==> src/rtl/ird_buffer.sv <==
module ird_buffer #(
  parameter int DEPTH_WORDS = 16,
  parameter int CNT_W       = 16,
  parameter int ADDR_W      = 32
) (
  input  logic              clk,
  input  logic              rst_n,
  input  logic              reg_wr,
  input  logic              reg_rd,
  input  logic [2:0]        reg_addr,
  input  logic [31:0]       reg_wdata,
  output logic [31:0]       reg_rdata,
  input  logic              fl_valid,
  input  logic [7:0]        fl_data,
  output logic              fl_ready,
  output logic              xfer_busy,
  output logic [ADDR_W-1:0] xfer_addr,
  output logic              irq
);
  localparam int PW = $clog2(DEPTH_WORDS);
  localparam int LW = PW + 1;
  localparam logic [CNT_W-1:0] WM_RST = CNT_W'(DEPTH_WORDS * 2);
  localparam logic [LW-1:0] FULL = LW'(DEPTH_WORDS);

  logic [31:0]       mem [DEPTH_WORDS];
  logic [PW-1:0]     wptr_q, rptr_q;
  logic [LW-1:0]     cnt_q;
  logic [ADDR_W-1:0] addr_q;
  logic [CNT_W-1:0]  count_q, wmark_q, in_left_q, out_left_q;
  logic [1:0]        bidx_q;
  logic [31:0]       pack_q, word_in;
  logic              busy_q, done_q;
  logic              st_unf, st_cmp, st_wm, st_full;
  logic [3:0]        imask_q;

  wire wr_ctrl    = reg_wr && reg_addr == 3'd0;
  wire wr_ist     = reg_wr && reg_addr == 3'd5;
  wire cancel_req = wr_ctrl && reg_wdata[1];
  wire start_req  = wr_ctrl && reg_wdata[0] && !reg_wdata[1] && !busy_q && count_q != '0;
  wire rd_data    = reg_rd && reg_addr == 3'd7;
  wire pop        = rd_data && cnt_q != '0;
  wire under      = rd_data && cnt_q == '0;
  wire push_byte  = fl_valid && fl_ready;
  wire word_done  = push_byte && (bidx_q == 2'd3 || in_left_q == CNT_W'(1));
  wire last_pop   = pop && out_left_q <= CNT_W'(4);
  wire [LW+1:0] lvl_bytes = {cnt_q, 2'b00};
  wire set_wm     = cnt_q != '0 && (CNT_W+LW+2)'(lvl_bytes) >= (CNT_W+LW+2)'(wmark_q);
  wire set_full   = cnt_q == FULL;
  wire [31:0] ist_view = 32'({st_full, 5'b0, st_wm, 3'b0, st_cmp, st_unf, 1'b0});
  wire [31:0] msk_view = 32'({imask_q[3], 5'b0, imask_q[2], 3'b0, imask_q[1], imask_q[0], 1'b0});

  assign fl_ready  = busy_q && in_left_q != '0 && cnt_q != FULL;
  assign xfer_busy = busy_q;
  assign xfer_addr = addr_q;
  assign irq       = |(ist_view & msk_view);

  always_comb begin
    word_in = pack_q;
    word_in[bidx_q*8 +: 8] = fl_data;
  end

  always_comb begin
    case (reg_addr)
      3'd0:    reg_rdata = {26'b0, done_q, 2'b0, busy_q, 2'b0};
      3'd1:    reg_rdata = 32'(addr_q);
      3'd2:    reg_rdata = 32'(count_q);
      3'd3:    reg_rdata = 32'(wmark_q);
      3'd4:    reg_rdata = 32'(cnt_q);
      3'd5:    reg_rdata = ist_view;
      3'd6:    reg_rdata = msk_view;
      default: reg_rdata = (cnt_q != '0) ? mem[rptr_q] : 32'b0;
    endcase
  end

  always_ff @(posedge clk)
    if (word_done && !cancel_req) mem[wptr_q] <= word_in;

  always_ff @(posedge clk or negedge rst_n) begin
    if (!rst_n) begin
      addr_q  <= '0;
      count_q <= '0;
      wmark_q <= WM_RST;
      imask_q <= '0;
    end else if (reg_wr) begin
      case (reg_addr)
        3'd1: addr_q  <= reg_wdata[ADDR_W-1:0];
        3'd2: count_q <= reg_wdata[CNT_W-1:0];
        3'd3: wmark_q <= reg_wdata[CNT_W-1:0];
        3'd6: imask_q <= {reg_wdata[12], reg_wdata[6], reg_wdata[2], reg_wdata[1]};
        default: ;
      endcase
    end
  end

  always_ff @(posedge clk or negedge rst_n) begin
    if (!rst_n) begin
      busy_q <= 1'b0; done_q <= 1'b0;
      wptr_q <= '0; rptr_q <= '0; cnt_q <= '0;
      bidx_q <= '0; pack_q <= '0;
      in_left_q <= '0; out_left_q <= '0;
    end else if (cancel_req) begin
      busy_q <= 1'b0;
      done_q <= done_q & ~reg_wdata[5];
      wptr_q <= '0; rptr_q <= '0; cnt_q <= '0;
      bidx_q <= '0; pack_q <= '0;
      in_left_q <= '0; out_left_q <= '0;
    end else begin
      if (start_req) begin
        busy_q     <= 1'b1;
        in_left_q  <= count_q;
        out_left_q <= count_q;
        bidx_q     <= '0;
        pack_q     <= '0;
      end else begin
        if (push_byte) begin
          in_left_q <= in_left_q - 1'b1;
          bidx_q    <= word_done ? 2'd0 : bidx_q + 1'b1;
          pack_q    <= word_done ? 32'b0 : word_in;
        end
        if (pop) out_left_q <= last_pop ? '0 : out_left_q - CNT_W'(4);
        if (last_pop) busy_q <= 1'b0;
      end
      if (word_done) wptr_q <= wptr_q + 1'b1;
      if (pop) rptr_q <= rptr_q + 1'b1;
      cnt_q  <= cnt_q + LW'(word_done) - LW'(pop);
      done_q <= last_pop | (done_q & ~(wr_ctrl & reg_wdata[5]));
    end
  end

  always_ff @(posedge clk or negedge rst_n) begin
    if (!rst_n) begin
      st_unf <= 1'b0; st_cmp <= 1'b0; st_wm <= 1'b0; st_full <= 1'b0;
    end else begin
      st_unf  <= under    | (st_unf  & ~(wr_ist & reg_wdata[1]));
      st_cmp  <= (last_pop && !cancel_req) | (st_cmp & ~(wr_ist & reg_wdata[2]));
      st_wm   <= set_wm   | (st_wm   & ~(wr_ist & reg_wdata[6]));
      st_full <= set_full | (st_full & ~(wr_ist & reg_wdata[12]));
    end
  end

  p_no_overflow_r6: assert property (@(posedge clk) disable iff (!rst_n)
    cnt_q <= FULL);
  p_stall_full_r6: assert property (@(posedge clk) disable iff (!rst_n)
    cnt_q == FULL |-> !fl_ready);
  p_idle_no_intake_r8: assert property (@(posedge clk) disable iff (!rst_n)
    !busy_q |-> !fl_ready);
  p_done_idle_r8: assert property (@(posedge clk) disable iff (!rst_n)
    $rose(done_q) |-> !busy_q && st_cmp);
  p_underflow_r9: assert property (@(posedge clk) disable iff (!rst_n)
    under |=> st_unf);
  p_cancel_r12: assert property (@(posedge clk) disable iff (!rst_n)
    cancel_req |=> cnt_q == '0 && !busy_q && !fl_ready);
  p_level_hold_r13: assert property (@(posedge clk) disable iff (!rst_n)
    (word_done && pop && !cancel_req) |=> $stable(cnt_q));
endmodule

==> config.mk <==
export PLATFORM = sky130hd
export DESIGN_NAME = ird_buffer
export DESIGN_NICKNAME = d
export VERILOG_FILES = /design/src/rtl/ird_buffer.sv
export SDC_FILE = /design/constraint.sdc
export NUM_CORES = 1
export LEC_CHECK = 0
export BUFFER_PORTS_ARGS = -buffer_cell sky130_fd_sc_hd__buf_4
export CAP_MARGIN = 15
export CORE_MARGIN = 2
export CORE_UTILIZATION = 66
export CTS_CLUSTER_DIAMETER = 150
export DETAILED_ROUTE_END_ITERATION = 10
export PLACE_DENSITY = 0.84
export REMOVE_ABC_BUFFERS = 1
export SETUP_SLACK_MARGIN = 0.3
export SKIP_CTS_REPAIR_TIMING = 1
export SYNTH_ARGS = -nofsm -noshare
export SYNTH_HDL_FRONTEND = slang
export SYNTH_SLANG_ARGS = --single-unit
==> constraint.sdc <==
create_clock -name clk -period 6.45 [get_ports clk]
set_clock_uncertainty 0.05 [all_clocks]
set_input_delay 0.9675 -clock clk [delete_from_list [all_inputs] [get_ports clk]]
set_output_delay 0.9675 -clock clk [all_outputs]
set_load 0.1 [all_outputs]
==> out/summary.md, run 1 <==
For this run, the number of Yosys warnings is 0. The sequential area share after synthesis is 0.688, and the pre-CTS worst setup slack is 1.72 ns. The height of the die came out at 210 um. For this run, the leading register cell type out of synthesis is sky130_fd_sc_hd__edfxtp_1. Ranked by total cell area, the synthesized netlist is headed by sky130_fd_sc_hd__edfxtp_1 (55%), sky130_fd_sc_hd__dfrtp_1 (14%), sky130_fd_sc_hd__mux4_2 (10%).

On the final layout, the worst hold slack is 0.227 ns. The post-synthesis async set-or-reset flop share was 0.230; the cell area after layout was 32000 um2. The critical-path maximum fanout was 16; the worst-skew pair later-pin latency was 0.61 ns. Largest net degree at the start of global routing: 73.

The tools report the share of the core filled with cells as 0.764. For the routability-driven placement congestion ratio, the log shows 0.904. The startpoint identified for the worst register-to-register timing path is cnt_q[2]$_DFF_PN0_.

Tracing the worst setup path back leads to its startpoint at cnt_q[2]$_DFF_PN0_. Critical path endpoint category: an output pin. In this run the deepest clock path goes through 3 buffers. The initial antenna violation count came out at 2. Yosys mapped a number of flops with a built-in enable equal to 512. Global routing finished with a remaining overflow of 0.

The post-synthesis average cell area is 17.2 um2. The repair_antennas step left the layout with diodes totalling 0. The maximum level of the CTS H-tree is 3, and the post-detailed-route wirelength per cell is 29.2 um. The arrival time reported for the critical path endpoint was 3.84 ns. The ratio of total power to cell area came out at 409 nW/um2. After synthesis the cells add up to 27900 um2. The filler cells instantiated in the layout total 2184. For the initial core utilization, the log shows 0.667. TritonCTS built the clock tree. The run gives 13.1 mW as the total power of the final layout. In this run the core area contains 75 standard-cell rows. Buffers inserted during clock tree synthesis total 68. Before antenna repair, the detailed router went through 5 iterations. The number of max-slew violations in the final report came out at 0.

The number of hold violations in the final report was 0; the number of register bits inferred by synthesis was 665. The area of the multi-input gates is 8240 um2, and the remaining antenna violation count is 0. Setup violations remaining at the end of the flow were counted as 0.

After detailed routing, the total wire length is 69.4 mm. The final layout contains 1857 nets. Most common cell in the synthesized netlist: sky130_fd_sc_hd__edfxtp_1.

Summed over all instances, the cell type with the most area after synthesis is sky130_fd_sc_hd__edfxtp_1. The run gives 16900 as the via count of the first global-routing pass. In this run the count of I/O pins placed on the die edge is 115. The core region is 41900 um2. After detailed placement, the total cell area comes to 29500 um2. At the worst endpoint, the required time is 5.43 ns.

In the post-route analysis, the smallest setup slack over all paths is 1.59 ns. Summed over all failing endpoints, the final setup total negative slack is 0 ns. The critical path in this run is classified as reg2out.

The first routing iteration left 2112 violations. The clock transition time at the flip-flop clock pins of the worst setup and hold paths is 0.06 ns. The run gives 19200 um2 as the sequential cell area in the final layout. The final critical-path share of the clock period was 0.753. The run finished with clean final reports.

Clock tree synthesis selected as its root buffer the cell sky130_fd_sc_hd__clkbuf_16. The TritonCTS sink count is 665. After synthesis, the netlist uses 82 different library cells. The die covers 44000 um2. The horizontal die dimension works out to 210 um. Derived from the worst setup path, the maximum achievable clock frequency is 206 MHz.

At the pin with the least slew margin, the transition time is 1.24 ns. Counting every instance in the synthesized netlist gives 1628. The fraction of post-synthesis cell area in the top cell type by area works out to 0.550. Across all layers, the routed design uses 16600 vias.

Estimated wirelength of the detail-placed design: 40.5 mm. Global router's overall resource usage: 0.321. Once placement completed, the tool counted placed cells totaling 2235. For the number of max-capacitance violations reported, the log shows 0. Input and output buffers added on the ports amount to 114. The worst-case IR drop observed on VDD is 318 uV.

The run gives 11.4 nW as the leakage dissipation. The average vias per placed instance works out to 6.97. The share of cells above drive strength 1 was 0.289.

The element type at the critical path start is a flip-flop. The count of non-filler cells in the finished layout was 2376; the post-route DRC violation count was 0. Relative max-transition margin: 0.176. The min-delay analysis places its worst path in the category in2async. The first-pass GRT wire length came out at 104 mm.

Setup repair after global routing left no endpoint under its margin. In the synthesized netlist, the cells that appear most often are sky130_fd_sc_hd__edfxtp_1 (512), sky130_fd_sc_hd__dfrtp_1 (152), sky130_fd_sc_hd__mux4_2 (129), sky130_fd_sc_hd__mux2_2 (83), sky130_fd_sc_hd__nand2_1 (76). Compared with the post-synthesis result, the final layout area differs by 14.5%. The shortest period the worst path allows came out at 4.86 ns.
-- worst max-delay path: stages (launching register included) --
cell                      delay (ns)
sky130_fd_sc_hd__dfrtp_1        0.43
sky130_fd_sc_hd__inv_1          0.12
sky130_fd_sc_hd__ha_1           0.22
sky130_fd_sc_hd__nor4b_1        0.77
sky130_fd_sc_hd__nor2_1         0.16
sky130_fd_sc_hd__nand2_1        0.76
sky130_fd_sc_hd__o22ai_1        0.29
sky130_fd_sc_hd__a21o_1         0.23
sky130_fd_sc_hd__buf_4          0.23
-- sequential cells by signal (all words and copies together), names as in the netlist --
signal	cells
bidx_q	2
cnt_q	5
count_q	16
done_q	1
imask_q	4
in_left_q	16
mem	512
out_left_q	16
pack_q	32
rptr_q	4
st_cmp	1
st_full	1
st_unf	1
st_wm	1
wmark_q	16
wptr_q	4
xfer_addr	32
xfer_busy	1
-- layout by cell type (no fill, tap or decap), types with 10 or more instances in the layout --
cell type / count
sky130_fd_sc_hd__o22a_1: 11
sky130_fd_sc_hd__mux4_2: 129
sky130_fd_sc_hd__mux2i_1: 71
sky130_fd_sc_hd__nand3_1: 21
sky130_fd_sc_hd__a32o_1: 33
sky130_fd_sc_hd__nor2_1: 34
sky130_fd_sc_hd__clkbuf_16: 69
sky130_fd_sc_hd__nor2_4: 16
sky130_fd_sc_hd__o22ai_1: 20
sky130_fd_sc_hd__clkinv_2: 13
sky130_fd_sc_hd__buf_4: 167
sky130_fd_sc_hd__a211oi_1: 13
sky130_fd_sc_hd__o21ai_0: 48
sky130_fd_sc_hd__a21o_1: 20
sky130_fd_sc_hd__inv_1: 57
sky130_fd_sc_hd__ha_1: 25
sky130_fd_sc_hd__o21ai_1: 14
sky130_fd_sc_hd__nand2_1: 76
sky130_fd_sc_hd__nor3_1: 15
sky130_fd_sc_hd__mux2_2: 83
sky130_fd_sc_hd__clkbuf_1: 15
sky130_fd_sc_hd__xnor2_1: 11
sky130_fd_sc_hd__edfxtp_1: 512
sky130_fd_sc_hd__or3_1: 10
sky130_fd_sc_hd__a21oi_1: 19
sky130_fd_sc_hd__nand4_1: 10
sky130_fd_sc_hd__a22oi_1: 14
sky130_fd_sc_hd__dfrtp_1: 148
-- layer usage --
layer | global-route usage | vias to the layer above | part of all wire
met4 | 0.130 | 4 | 0.037
li1 | - | 6807 | -
met2 | 0.528 | 1064 | 0.50
met3 | 0.0579 | 203 | 0.094
met1 | 0.432 | 8473 | 0.37
met5 | 0 | - | 0.00039
-- final timing paths --
path                                            endpoint  slack, ns  depth (start not counted)
max in group asynchronous          rptr_q[1]$_DFFE_PN0P_       4.64                          2
worst min-delay path            xfer_addr[7]$_DFFE_PN0P_       0.23                          1
min in group clk                   pack_q[5]$_DFFE_PN0P_       0.44                          1
worst max register to register     mem[12][24]$_DFFE_PP_       1.82                          7
worst min register to register     pack_q[5]$_DFFE_PN0P_       0.44                          1
worst max-delay path                       reg_rdata[23]       1.59                          8
-- power breakdown --
group | internal, mW | switching [mW]
clock network | 2.24 | 1.67
registers | 5.15 | 0.485
logic | 1.38 | 2.15
total | 8.77 | 4.31
-- area by class of cell --
type                    instances  area share
clock inverters                36      0.0118
well taps                     539      0.0211
repair buffers                174      0.0445
inverters                      58     0.00681
clock buffers                  88      0.0575
multi-input cells             816       0.258
flip-flops and latches        665       0.601
-- logic make-up after synthesis --
group	share of synthesized area
simple gates	0.0479
xor+xnor	0.00564
compound gates	0.0622
buf+inv	0.0219
fa+ha+maj	0.0119
flops	0.688
mux	0.163
Note: power is estimated with default switching activity, not from simulation.
==> inputs of run 2 (changes only) <==
CORE_UTILIZATION = 56   (was 66)
PLACE_DENSITY = 0.76   (was 0.84)
clock period = 3.91 ns   (was 6.45 ns; I/O delays follow)
==> run 2 against run 1 <==
  * Largest power group unchanged
  * Count of clock-buffer cells in the layout grew 8
  * Die area grew 18%
  * Clock power grew 62%
==> out/summary.md, run 2 (synthesis results as in run 1) <==
Cell area after layout: 32700 um2. Of all nets on the critical path, the largest fanout is 30. The core region is 49100 um2. For the relative max-transition margin, the log shows 0.298. The number of placed instances, taps included, is 2405. The final route contains 16500 vias. The initial core utilization is 0.569, and the number of max-slew violations in the final report is 0. The min-delay analysis places its worst path in the category in2reg. Worst reg2reg path endpoint: cnt_q[4]$_DFF_PN0_. The tree is rooted in a sky130_fd_sc_hd__clkbuf_16.

The library cells used most frequently in the layout, excluding fill and tap cells, are sky130_fd_sc_hd__edfxtp_1 (512), sky130_fd_sc_hd__buf_4 (206), sky130_fd_sc_hd__dfrtp_1 (148). For flop-to-flop paths, the worst setup slack is 0.54 ns. The tools report the startpoint of the worst register-to-register path as cnt_q[3]$_DFF_PN0_.

The library cell used most frequently in the layout, excluding fill and tap cells, is sky130_fd_sc_hd__edfxtp_1. The site row count was 81. For the wire length after detailed routing, the log shows 70.2 mm. In this run the power density over the cells is 667 nW/um2. Port buffer count: 114. The die is 227 um wide.

The kind of cell adding the most delay to the critical path was multiplexers. The critical path is of the reg2out type. From bottom edge to top edge, the die measures 227 um. The logs give 0.61 ns for the worst-skew pair later-pin latency and 115 for the top-level port count. After clock tree synthesis, the clock-pin slew on the worst setup and hold paths is 0.06 ns. The critical path goes through buf_12 -> mux4_2 -> mux2i_2 -> o22a_1 -> o21ai_0 -> buf_6. TritonCTS built the clock tree. For the violation count after the first detailed-routing iteration, the log shows 1869. The final critical-path share of the clock period is 0.911. After the last flow step, the layout net total stands at 1915. For this run, the detailed router's first-pass iteration total came to 5. For this run, the slowest stage of the critical path takes 0.67 ns.

For the pin with the worst max-slew slack, the measured transition is 1.05 ns. The logs give 3 for the number of buffers on the longest clock path and 3 for the maximum level of the CTS H-tree. The multi-input combinational cells in the finished layout cover a total of 8290 um2. The largest individual stage delay along the critical path comes from the cell sky130_fd_sc_hd__dfrtp_2. After detailed routing, the number of remaining DRC violations is 0.

The instance area at placement was 30200 um2. Element type at the critical path start: a flip-flop. For the number of fill cells, the log shows 3272.

The die area is 51700 um2, and the diode insertion count for antenna repair is 0. The via count of the first global-routing pass is 16500, and the post-detailed-route wirelength per cell is 27.4 um. Summing all flip-flop and latch instances after layout gives 19200 um2. The logs give 3.27 ns for the required arrival time at the worst endpoint and 0 for the overflow left after global routing.

The first global-routing pass estimated 103 mm of wire. The flow ran to the end, and the final reports show no timing, DRC or antenna violations. For hold timing, the worst endpoint is xfer_addr[23]$_DFFE_PN0P_. Using the TritonRoute via totals, the vias-per-cell ratio works out to 6.45. The worst hold path was traced through 2 stages.

More flip-flops sit in one register than any other, and that register is mem. The number of buffers added by the clock tree synthesis step was 69. The share of cells above drive strength 1 is 0.315, and the remaining antenna violation count is 0. The setup violation total in the final timing report was 0. The shortest period the worst path allows works out to 3.56 ns.

Data arrives at the worst endpoint at 2.93 ns. VDD sags by at most 466 uV. Detailed placement finished with a half-perimeter wire length of 41.6 mm.

Setup repair after global routing left no endpoint under its margin. The flip-flop count of the largest register, all copies and words added was 512; the number of max-capacitance violations reported was 0. The worst register-to-register path has a depth of 18.

The logs give 281 MHz for the maximum achievable frequency and 11.7 nW for the leakage dissipation. The worst hold path begins at reg_wdata[23]. The count of non-filler cells in the finished layout was 2559; the initial antenna violation count was 0. Signed area change from the synthesized netlist to the final layout: 17.1%.

The tools report the global router's overall resource usage as 0.274. The critical path contains buffers and inverters numbering 2 combined. STA classifies the critical path endpoint as an output pin.

For the routability-driven placement congestion ratio, the log shows 0.915. The number of hold violations in the final report was 0; the largest net degree at the start of global routing was 111. The TritonCTS sink count came out at 665.
-- run 2: worst max-delay path by stage --
stage               cells past startpoint                  to                  start
CTS                                     9        reg_rdata[4]     cnt_q[3]$_DFF_PN0_
global route                           18  cnt_q[4]$_DFF_PN0_     cnt_q[3]$_DFF_PN0_
global placement                        9        reg_rdata[4]     cnt_q[3]$_DFF_PN0_
finish                                  6       reg_rdata[14]  rptr_q[2]$_DFFE_PN0P_
floorplan                               3        reg_rdata[6]  rptr_q[0]$_DFFE_PN0P_
detailed placement                      9        reg_rdata[4]     cnt_q[3]$_DFF_PN0_
-- run 2: layout make-up --
| type | instances | share of cell area |
|---|---|---|
| flip-flops and latches | 665 | 0.587 |
| multi-input cells | 816 | 0.253 |
| clock buffers | 96 | 0.0609 |
| repair buffers | 231 | 0.0605 |
| well taps | 664 | 0.0254 |
| inverters | 58 | 0.00666 |
| clock inverters | 29 | 0.00578 |
-- run 2: power by group --
group          leakage [nW]  switching (mW)  internal, mW
clock network          1.08            2.71          3.64
logic                  3.93            3.81          2.58
registers              6.68           0.599          8.50
-- run 2: worst reg2reg max path, cell delays in order, from the launching register on --
cell,delay [ns]
sky130_fd_sc_hd__dfrtp_1,0.38
sky130_fd_sc_hd__inv_1,0.09
sky130_fd_sc_hd__ha_1,0.25
sky130_fd_sc_hd__and4bb_2,0.30
sky130_fd_sc_hd__nor2_1,0.13
sky130_fd_sc_hd__buf_4,0.15
sky130_fd_sc_hd__a21boi_4,0.20
sky130_fd_sc_hd__buf_4,0.16
sky130_fd_sc_hd__nand2_1,0.09
sky130_fd_sc_hd__ha_1,0.29
sky130_fd_sc_hd__inv_1,0.04
sky130_fd_sc_hd__ha_1,0.19
sky130_fd_sc_hd__inv_1,0.07
sky130_fd_sc_hd__fa_1,0.20
sky130_fd_sc_hd__inv_1,0.05
sky130_fd_sc_hd__a21oi_1,0.11
sky130_fd_sc_hd__nor2_1,0.06
sky130_fd_sc_hd__or3_1,0.34
sky130_fd_sc_hd__a21oi_1,0.17
-- run 2: routing by layer --
metal | up-vias | GRT usage | routed length (um)
met5 | - | 0 | 0
met4 | 0 | 0.105 | 2190
met3 | 160 | 0.0524 | 5780
met2 | 876 | 0.440 | 34700
met1 | 8552 | 0.377 | 27500
li1 | 6922 | - | -
-- run 2: through the flow --
step	util	hold WS (ns)	total power, mW	worst slack, ns	TNS, ns
after floorplan	-	0.241	13.5	-4.59	-153.11
after global placement	0.615	0.411	15.1	0.577	0
after detailed placement	0.615	0.426	15.2	0.428	0
after CTS	0.660	-0.137	21.5	-0.233	-1.42
after global routing	0.667	0.152	22.6	0.266	0
final	0.667	0.158	21.8	0.347	0
